## config.mk

```make
export PLATFORM = sky130hd
export DESIGN_NAME = pkt_deframer
export DESIGN_NICKNAME = d
export VERILOG_FILES = /design/src/rtl/pkt_deframe_pkg.sv /design/src/rtl/esc_decoder.sv /design/src/rtl/payload_buffer.sv /design/src/rtl/pkt_deframer.sv
export SDC_FILE = /design/constraint.sdc
export NUM_CORES = 2
export LEC_CHECK = 0
export BUFFER_PORTS_ARGS = -buffer_cell sky130_fd_sc_hd__buf_4
export CAP_MARGIN = 20
export CELL_PAD_IN_SITES_DETAIL_PLACEMENT = 0
export CELL_PAD_IN_SITES_GLOBAL_PLACEMENT = 1
export CORE_UTILIZATION = 51
export DETAILED_ROUTE_END_ITERATION = 6
export PLACE_DENSITY = 0.85
export SKIP_CTS_REPAIR_TIMING = 1
export SYNTH_ARGS = -nofsm -noshare
export SYNTH_HDL_FRONTEND = slang
export SYNTH_SLANG_ARGS = --single-unit
```

## constraint.sdc

```tcl
create_clock -name clk -period 5.5 [get_ports clk]
set_clock_uncertainty 0.15 [all_clocks]
set_input_delay 0.275 -clock clk [delete_from_list [all_inputs] [get_ports clk]]
set_output_delay 0.275 -clock clk [all_outputs]
set_load 0.005 [all_outputs]
```

## src/rtl/pkt_deframe_pkg.sv

```systemverilog
package pkt_deframe_pkg;

  localparam logic [7:0] FLAG_BYTE = 8'hFF;
  localparam logic [7:0] ESC_BYTE  = 8'hCB;
  localparam logic [7:0] ESC_OF_FLAG = 8'h34;
  localparam logic [7:0] ESC_OF_ESC  = 8'h00;
  localparam logic [15:0] CRC_POLY = 16'h1021;
  localparam logic [15:0] CRC_SEED = 16'hFFFF;

  typedef enum logic [1:0] {
    DEC_IDLE = 2'd0,
    DEC_BODY = 2'd1,
    DEC_ESC  = 2'd2,
    DEC_SKIP = 2'd3
  } dec_state_t;

  // one byte of the CRC, high bit first
  function automatic logic [15:0] crc16_step(input logic [15:0] c_in, input logic [7:0] b);
    logic [15:0] c;
    c = c_in ^ {b, 8'h00};
    for (int k = 0; k < 8; k++) begin
      if (c[15]) c = (c << 1) ^ CRC_POLY;
      else       c = c << 1;
    end
    return c;
  endfunction

endpackage

```

## src/rtl/esc_decoder.sv

```systemverilog
module esc_decoder
  import pkt_deframe_pkg::*;
(
  input  logic       clk,
  input  logic       rst_n,
  input  logic       fire,
  input  logic [7:0] din,
  output logic       ev_open,
  output logic       ev_byte,
  output logic       ev_close,
  output logic       ev_bad,
  output logic [7:0] byte_out
);

  dec_state_t st, st_nxt;

  always_comb begin
    st_nxt   = st;
    ev_open  = 1'b0;
    ev_byte  = 1'b0;
    ev_close = 1'b0;
    ev_bad   = 1'b0;
    byte_out = din;
    if (fire) begin
      case (st)
        DEC_IDLE: begin
          if (din == FLAG_BYTE) begin
            ev_open = 1'b1;
            st_nxt  = DEC_BODY;
          end
        end
        DEC_BODY: begin
          if (din == FLAG_BYTE) begin
            ev_close = 1'b1;
            st_nxt   = DEC_IDLE;
          end else if (din == ESC_BYTE) begin
            st_nxt = DEC_ESC;
          end else begin
            ev_byte = 1'b1;
          end
        end
        DEC_ESC: begin
          if (din == ESC_OF_FLAG || din == ESC_OF_ESC) begin
            ev_byte  = 1'b1;
            byte_out = din ^ ESC_BYTE;
            st_nxt   = DEC_BODY;
          end else if (din == FLAG_BYTE) begin
            ev_bad = 1'b1;
            st_nxt = DEC_IDLE;
          end else begin
            ev_bad = 1'b1;
            st_nxt = DEC_SKIP;
          end
        end
        default: begin
          if (din == FLAG_BYTE) st_nxt = DEC_IDLE;
        end
      endcase
    end
  end

  always_ff @(posedge clk or negedge rst_n) begin
    if (!rst_n) st <= DEC_IDLE;
    else        st <= st_nxt;
  end

endmodule

```

## src/rtl/payload_buffer.sv

```systemverilog
module payload_buffer #(
  parameter int DEPTH = 256
) (
  input  logic       clk,
  input  logic       rst_n,
  input  logic       clr,
  input  logic       push,
  input  logic [7:0] push_data,
  input  logic       start,
  input  logic       out_ready,
  output logic       full,
  output logic       busy,
  output logic [7:0] out_data
);

  localparam int AW    = (DEPTH > 1) ? $clog2(DEPTH) : 1;
  localparam int LVL_W = AW + 1;

  logic [7:0]       mem [DEPTH];
  logic [LVL_W-1:0] wr_ptr;
  logic [LVL_W-1:0] rd_ptr;
  logic             last_rd;

  assign full     = (wr_ptr == LVL_W'(DEPTH));
  assign out_data = mem[rd_ptr[AW-1:0]];
  assign last_rd  = ((rd_ptr + LVL_W'(1)) == wr_ptr);

  always_ff @(posedge clk) begin
    if (push && !full) mem[wr_ptr[AW-1:0]] <= push_data;
  end

  always_ff @(posedge clk or negedge rst_n) begin
    if (!rst_n) begin
      wr_ptr <= '0;
      rd_ptr <= '0;
      busy   <= 1'b0;
    end else begin
      if (clr)                wr_ptr <= '0;
      else if (push && !full) wr_ptr <= wr_ptr + LVL_W'(1);
      if (start && wr_ptr != '0) begin
        busy   <= 1'b1;
        rd_ptr <= '0;
      end else if (busy && out_ready) begin
        rd_ptr <= rd_ptr + LVL_W'(1);
        if (last_rd) busy <= 1'b0;
      end
    end
  end

endmodule

```

## src/rtl/pkt_deframer.sv

```systemverilog
module pkt_deframer
  import pkt_deframe_pkg::*;
#(
  parameter int DEPTH = 256
) (
  input  logic       clk,
  input  logic       rst_n,
  input  logic       in_valid,
  input  logic [7:0] in_data,
  output logic       in_ready,
  output logic       out_valid,
  output logic [7:0] out_data,
  input  logic       out_ready,
  output logic       ack_valid,
  output logic [7:0] ack_num,
  output logic [7:0] exp_seq
);

  localparam logic [2:0] CNT_SEQ  = 3'd3;  // three bytes held: next arrival commits the sequence byte
  localparam logic [2:0] CNT_DATA = 3'd4;  // saturated: four or more bytes seen

  // named internal events, observed by the checker
  logic       fire;
  logic       ev_open, ev_byte, ev_close, ev_bad;
  logic [7:0] dec_byte;
  logic       commit, commit_seq, commit_data;
  logic       buf_full, busy, buf_push, overflow;
  logic       frame_ok, ack_only, data_ok, pkt_accept;
  logic [15:0] crc_final;

  logic [2:0]  cnt;
  logic [7:0]  win0, win1, win2;
  logic [15:0] crc_r;
  logic [7:0]  seq_r;
  logic        spoil;
  logic        ack_v_r;
  logic [7:0]  ack_r, exp_r;

  assign in_ready = !busy;
  assign fire     = in_valid && in_ready;

  esc_decoder u_dec (
    .clk      (clk),
    .rst_n    (rst_n),
    .fire     (fire),
    .din      (in_data),
    .ev_open  (ev_open),
    .ev_byte  (ev_byte),
    .ev_close (ev_close),
    .ev_bad   (ev_bad),
    .byte_out (dec_byte)
  );

  assign commit      = ev_byte && (cnt >= CNT_SEQ);
  assign commit_seq  = commit && (cnt == CNT_SEQ);
  assign commit_data = commit && (cnt == CNT_DATA);
  assign buf_push    = commit_data && !buf_full;
  assign overflow    = commit_data && buf_full;

  assign crc_final  = crc16_step(crc_r, win0);
  assign frame_ok   = ev_close && (cnt >= CNT_SEQ) && !spoil && (crc_final == {win1, win2});
  assign ack_only   = frame_ok && (cnt == CNT_SEQ);
  assign data_ok    = frame_ok && (cnt == CNT_DATA) && (seq_r == exp_r);
  assign pkt_accept = ack_only || data_ok;

  payload_buffer #(.DEPTH(DEPTH)) u_buf (
    .clk       (clk),
    .rst_n     (rst_n),
    .clr       (ev_open),
    .push      (buf_push),
    .push_data (win0),
    .start     (data_ok),
    .out_ready (out_ready),
    .full      (buf_full),
    .busy      (busy),
    .out_data  (out_data)
  );

  assign out_valid = busy;

  always_ff @(posedge clk or negedge rst_n) begin
    if (!rst_n) begin
      cnt   <= '0;
      win0  <= '0;
      win1  <= '0;
      win2  <= '0;
      crc_r <= CRC_SEED;
      seq_r <= '0;
      spoil <= 1'b0;
    end else if (ev_open) begin
      cnt   <= '0;
      crc_r <= CRC_SEED;
      spoil <= 1'b0;
    end else if (ev_byte) begin
      win0 <= win1;
      win1 <= win2;
      win2 <= dec_byte;
      if (cnt != CNT_DATA) cnt <= cnt + 3'd1;
      if (commit)          crc_r <= crc16_step(crc_r, win0);
      if (commit_seq)      seq_r <= win0;
      if (overflow)        spoil <= 1'b1;
    end
  end

  always_ff @(posedge clk or negedge rst_n) begin
    if (!rst_n) begin
      ack_v_r <= 1'b0;
      ack_r   <= '0;
      exp_r   <= '0;
    end else begin
      if (pkt_accept) begin
        ack_v_r <= 1'b1;
        ack_r   <= win0;
      end
      if (data_ok) exp_r <= exp_r + 8'd1;
    end
  end

  assign ack_valid = ack_v_r;
  assign ack_num   = ack_r;
  assign exp_seq   = exp_r;

endmodule

```

==> impl_metrics.csv <==
group,metric,value,unit
placed_design,port-buffer-count,38,
layout,multiInputGateArea,0.0199,mm2
layout,design_area,0.0951,mm2
layout,fillers,11600,
placed_design,placed_area,0.0884,mm2
layout,area_growth,11.1,%
die,dieArea,0.169,mm2
critical_path,cp-end-kind,"output port",
yosys,syn_area,0.0855,mm2
timing,min_period_over_period,102,%
timing,finalWorstSetupSlack,-0.0919,ns
yosys,syn_inst,4263,
die,die_height,412,um
run,cap_violations,0,
timing,rsz0062_at_grt,"false",
placed_design,dp_hpwl,132000,um
critical_path,crit_start,"u_buf.rd_ptr[3]$_DFFE_PN0P_",
critical_path,worstPathRequired,5.08,ns
routing,ant_nets,0,
clocking,cts.path.max_buffers,3,
timing,totalNegativeSetupSlack,-0.0919,ns
routing,dr.pass1.iters,6,
routing,drt_iter0_markers,6730,
critical_path,cp_data_arrival_time,5.17,ns
timing,clock.fmax,0.179,GHz
pwr,vdd_ir_drop_max,0.000427,V
layout,nNetsFinal,4472,
yosys,synth_area_leaders,"edfxtp_1 72%, mux4_2 11%, mux2i_1 2.9%",
pwr,power.total,40.2,mW
layout,final_cell_mix,"2048 x edfxtp_1, 430 x mux4_2, 336 x nor2_1, 245 x mux2i_1, 201 x clkbuf_16",
clocking,cts.clk_slew.worst_paths,0.07,ns
pwr,intPower,28.2,mW
timing,fin_crit,5.59,ns
yosys,async_flop_share,4.21,%
die,io_pins,39,
critical_path,path_max_fanout,34,
routing,drc,0,
die,core,0.166,mm2
clocking,root_buffer,"clkbuf_16",
routing,routedWlPerCell,32.2,um
critical_path,crit_path_start_kind,"flop",
critical_path,r2r-end,"u_buf.mem[144][2]$_DFFE_PP_",
pwr,pwr-share-comb,21.6,%
placed_design,numPlacedInstances,6415,
clocking,cts_tree,"built",
critical_path,rrSetupSlack,1.16,ns
clocking,clkSinkCount,2138,
routing,vias,44300,
die,num_rows,149,
layout,final-seq-area,0.0638,mm2
clocking,cts_max_level,4,
yosys,syn_avg_cell_area,20.1,um2
placed_design,gp_congestion,0.879,
hold_path,hp-class,"primary input to flop",
yosys,yosys.area.top_type,"edfxtp_1",
outcome,status,"complete, but fails checks",
layout,final_common_cell,"edfxtp_1",
global_route,antenna_found_initial,5,
yosys,synth-edff-count,2048,
outcome,violations,"negative setup slack",
layout,drive_gt1_share,23.0,%
die,start_util,51.6,%
yosys,synth_fp_nets,4288,
pwr,p_switching,12.0,mW
die,die_w,412,um
clocking,worstSkewPairLatency,0.85,ns
pwr,swShare,29.8,%
yosys,seq_area_frac_synth,74.6,%
critical_path,crit_end,"out_data[6]",
yosys,ys.flop_type,"edfxtp_1",
layout,finalNonFillerCells,6804,
pwr,clockPowerShare,33.7,%
pwr,p_leak,25.4,nW
global_route,grt_start_max_net_pins,198,
timing,setup_violations,1,
routing,wirelength,219000,um
routing,vias_per_cell,6.51,
critical_path,reg2reg_from,"u_buf.wr_ptr[0]$_DFFE_PN0P_",
yosys,synth.distinct_cells,94,
pwr,power.density,423,mW/mm2
yosys,synth_top_area_share,71.9,%
pwr,p_seq_share,44.7,%
global_route,grt_pass1_vias,43500,
global_route,grt_pass1_wl,311000,um
timing,worst_pin_slew,1.19,ns
yosys,ys_ff_latch,2138,
global_route,overflow,0,
critical_path,criticalPathCategory,"flop to output port",
timing,slew_headroom,20.2,%
global_route,grt_usage,25.7,%
critical_path,reg2reg_depth,8,
timing,hold_viol,0,
layout,diodes,0,
clocking,numCtsBuffers,199,
yosys,ys.warnings.count,0,
timing,drv_slew,0,
## through the flow
step	hold WS [ns]	util (%)	setup slack [ns]
detailed placement	0.162	53.3	0.598
global placement	0.155	53.3	0.346
floorplan	-0.171	-	1.26
finish	0.0840	57.4	-0.0919
global route	0.0711	57.4	0.000696
CTS	-0.742	57.2	-0.332
## registers in the layout, summed over array words and instances, names as in the netlist
name,cells
u_buf.mem,2048
crc_r,16
u_buf.rd_ptr,9
u_buf.wr_ptr,9
ack_num,8
exp_seq,8
seq_r,8
win0,8
win1,8
win2,8
cnt,3
u_dec.st,2
ack_valid,1
spoil,1
u_buf.busy,1
## final cells by class
type                    count  share of cell area (%)
flip-flops and latches   2138                    67.1
inverters                  16                  0.0684
clock buffers             240                    5.44
repair buffers            233                    2.25
clock inverters           129                    1.28
multi-input cells        1859                    20.9
well taps                2189                    2.88
## how the worst min path moves through the flow
stage	slack (ns)	start	cells after the start	end
floorplan	-0.17	rst_n	0	ack_num[0]$_DFFE_PN0P_
global placement	0.16	rst_n	1	ack_num[3]$_DFFE_PN0P_
detailed placement	0.16	rst_n	1	ack_num[6]$_DFFE_PN0P_
CTS	-0.74	rst_n	1	ack_num[6]$_DFFE_PN0P_
global route	0.07	in_data[5]	3	win2[5]$_DFFE_PN0P_
finish	0.08	in_data[5]	3	win2[5]$_DFFE_PN0P_
## cell families after synthesis
group / synth area share (%)
compound gates: 2.88
xor+xnor: 1.06
fa+ha+maj: 0.190
buf+inv: 2.24
flops: 74.6
mux: 15.6
simple gates: 3.46
## critical path, cell delays in order (launching register included)
cell and delay [ns]:
dfrtp_4 0.93, buf_4 0.57, nor2_1 0.40, a31o_2 0.33
a2111oi_0 0.74, buf_4 0.25, nor2_1 0.06, o21ai_1 0.22
o21ai_0 0.43, buf_4 0.31
## synth_stat cells (23+ instances only)
cell type  count
a21oi_1       65
edfxtp_1    2048
mux4_2       430
xor2_1        27
dfrtp_1       74
buf_2         68
nor2b_1       23
a211oi_1      30
a22oi_1       25
xnor2_1       48
nand2_1      139
mux2i_1      245
mux2_2        58
nor3_1        37
nor2_1       338
a221oi_1      38
o21ai_0       54
nand3_1       38
buf_6         31
clkbuf_1      70
## power by group through the flow
stage                     Sequential (mW)  Combinational (mW)  Clock [mW]
after global placement               18.3                8.31           0
after floorplan                      18.0                5.92           0
final                                18.0                8.69        13.5
after detailed placement             18.3                8.36           0
after CTS                            18.0                8.38        13.6
after global routing                 17.9                8.95        14.2
## routing by layer
layer	track usage (%)	up-vias	routed length [um]
met2	39.2	2974	101000
met5	0	-	39
li1	-	17800	-
met3	6.59	435	26000
met4	9.79	6	8700
met1	35.8	23100	82500
(Power assumes the default switching activity.)
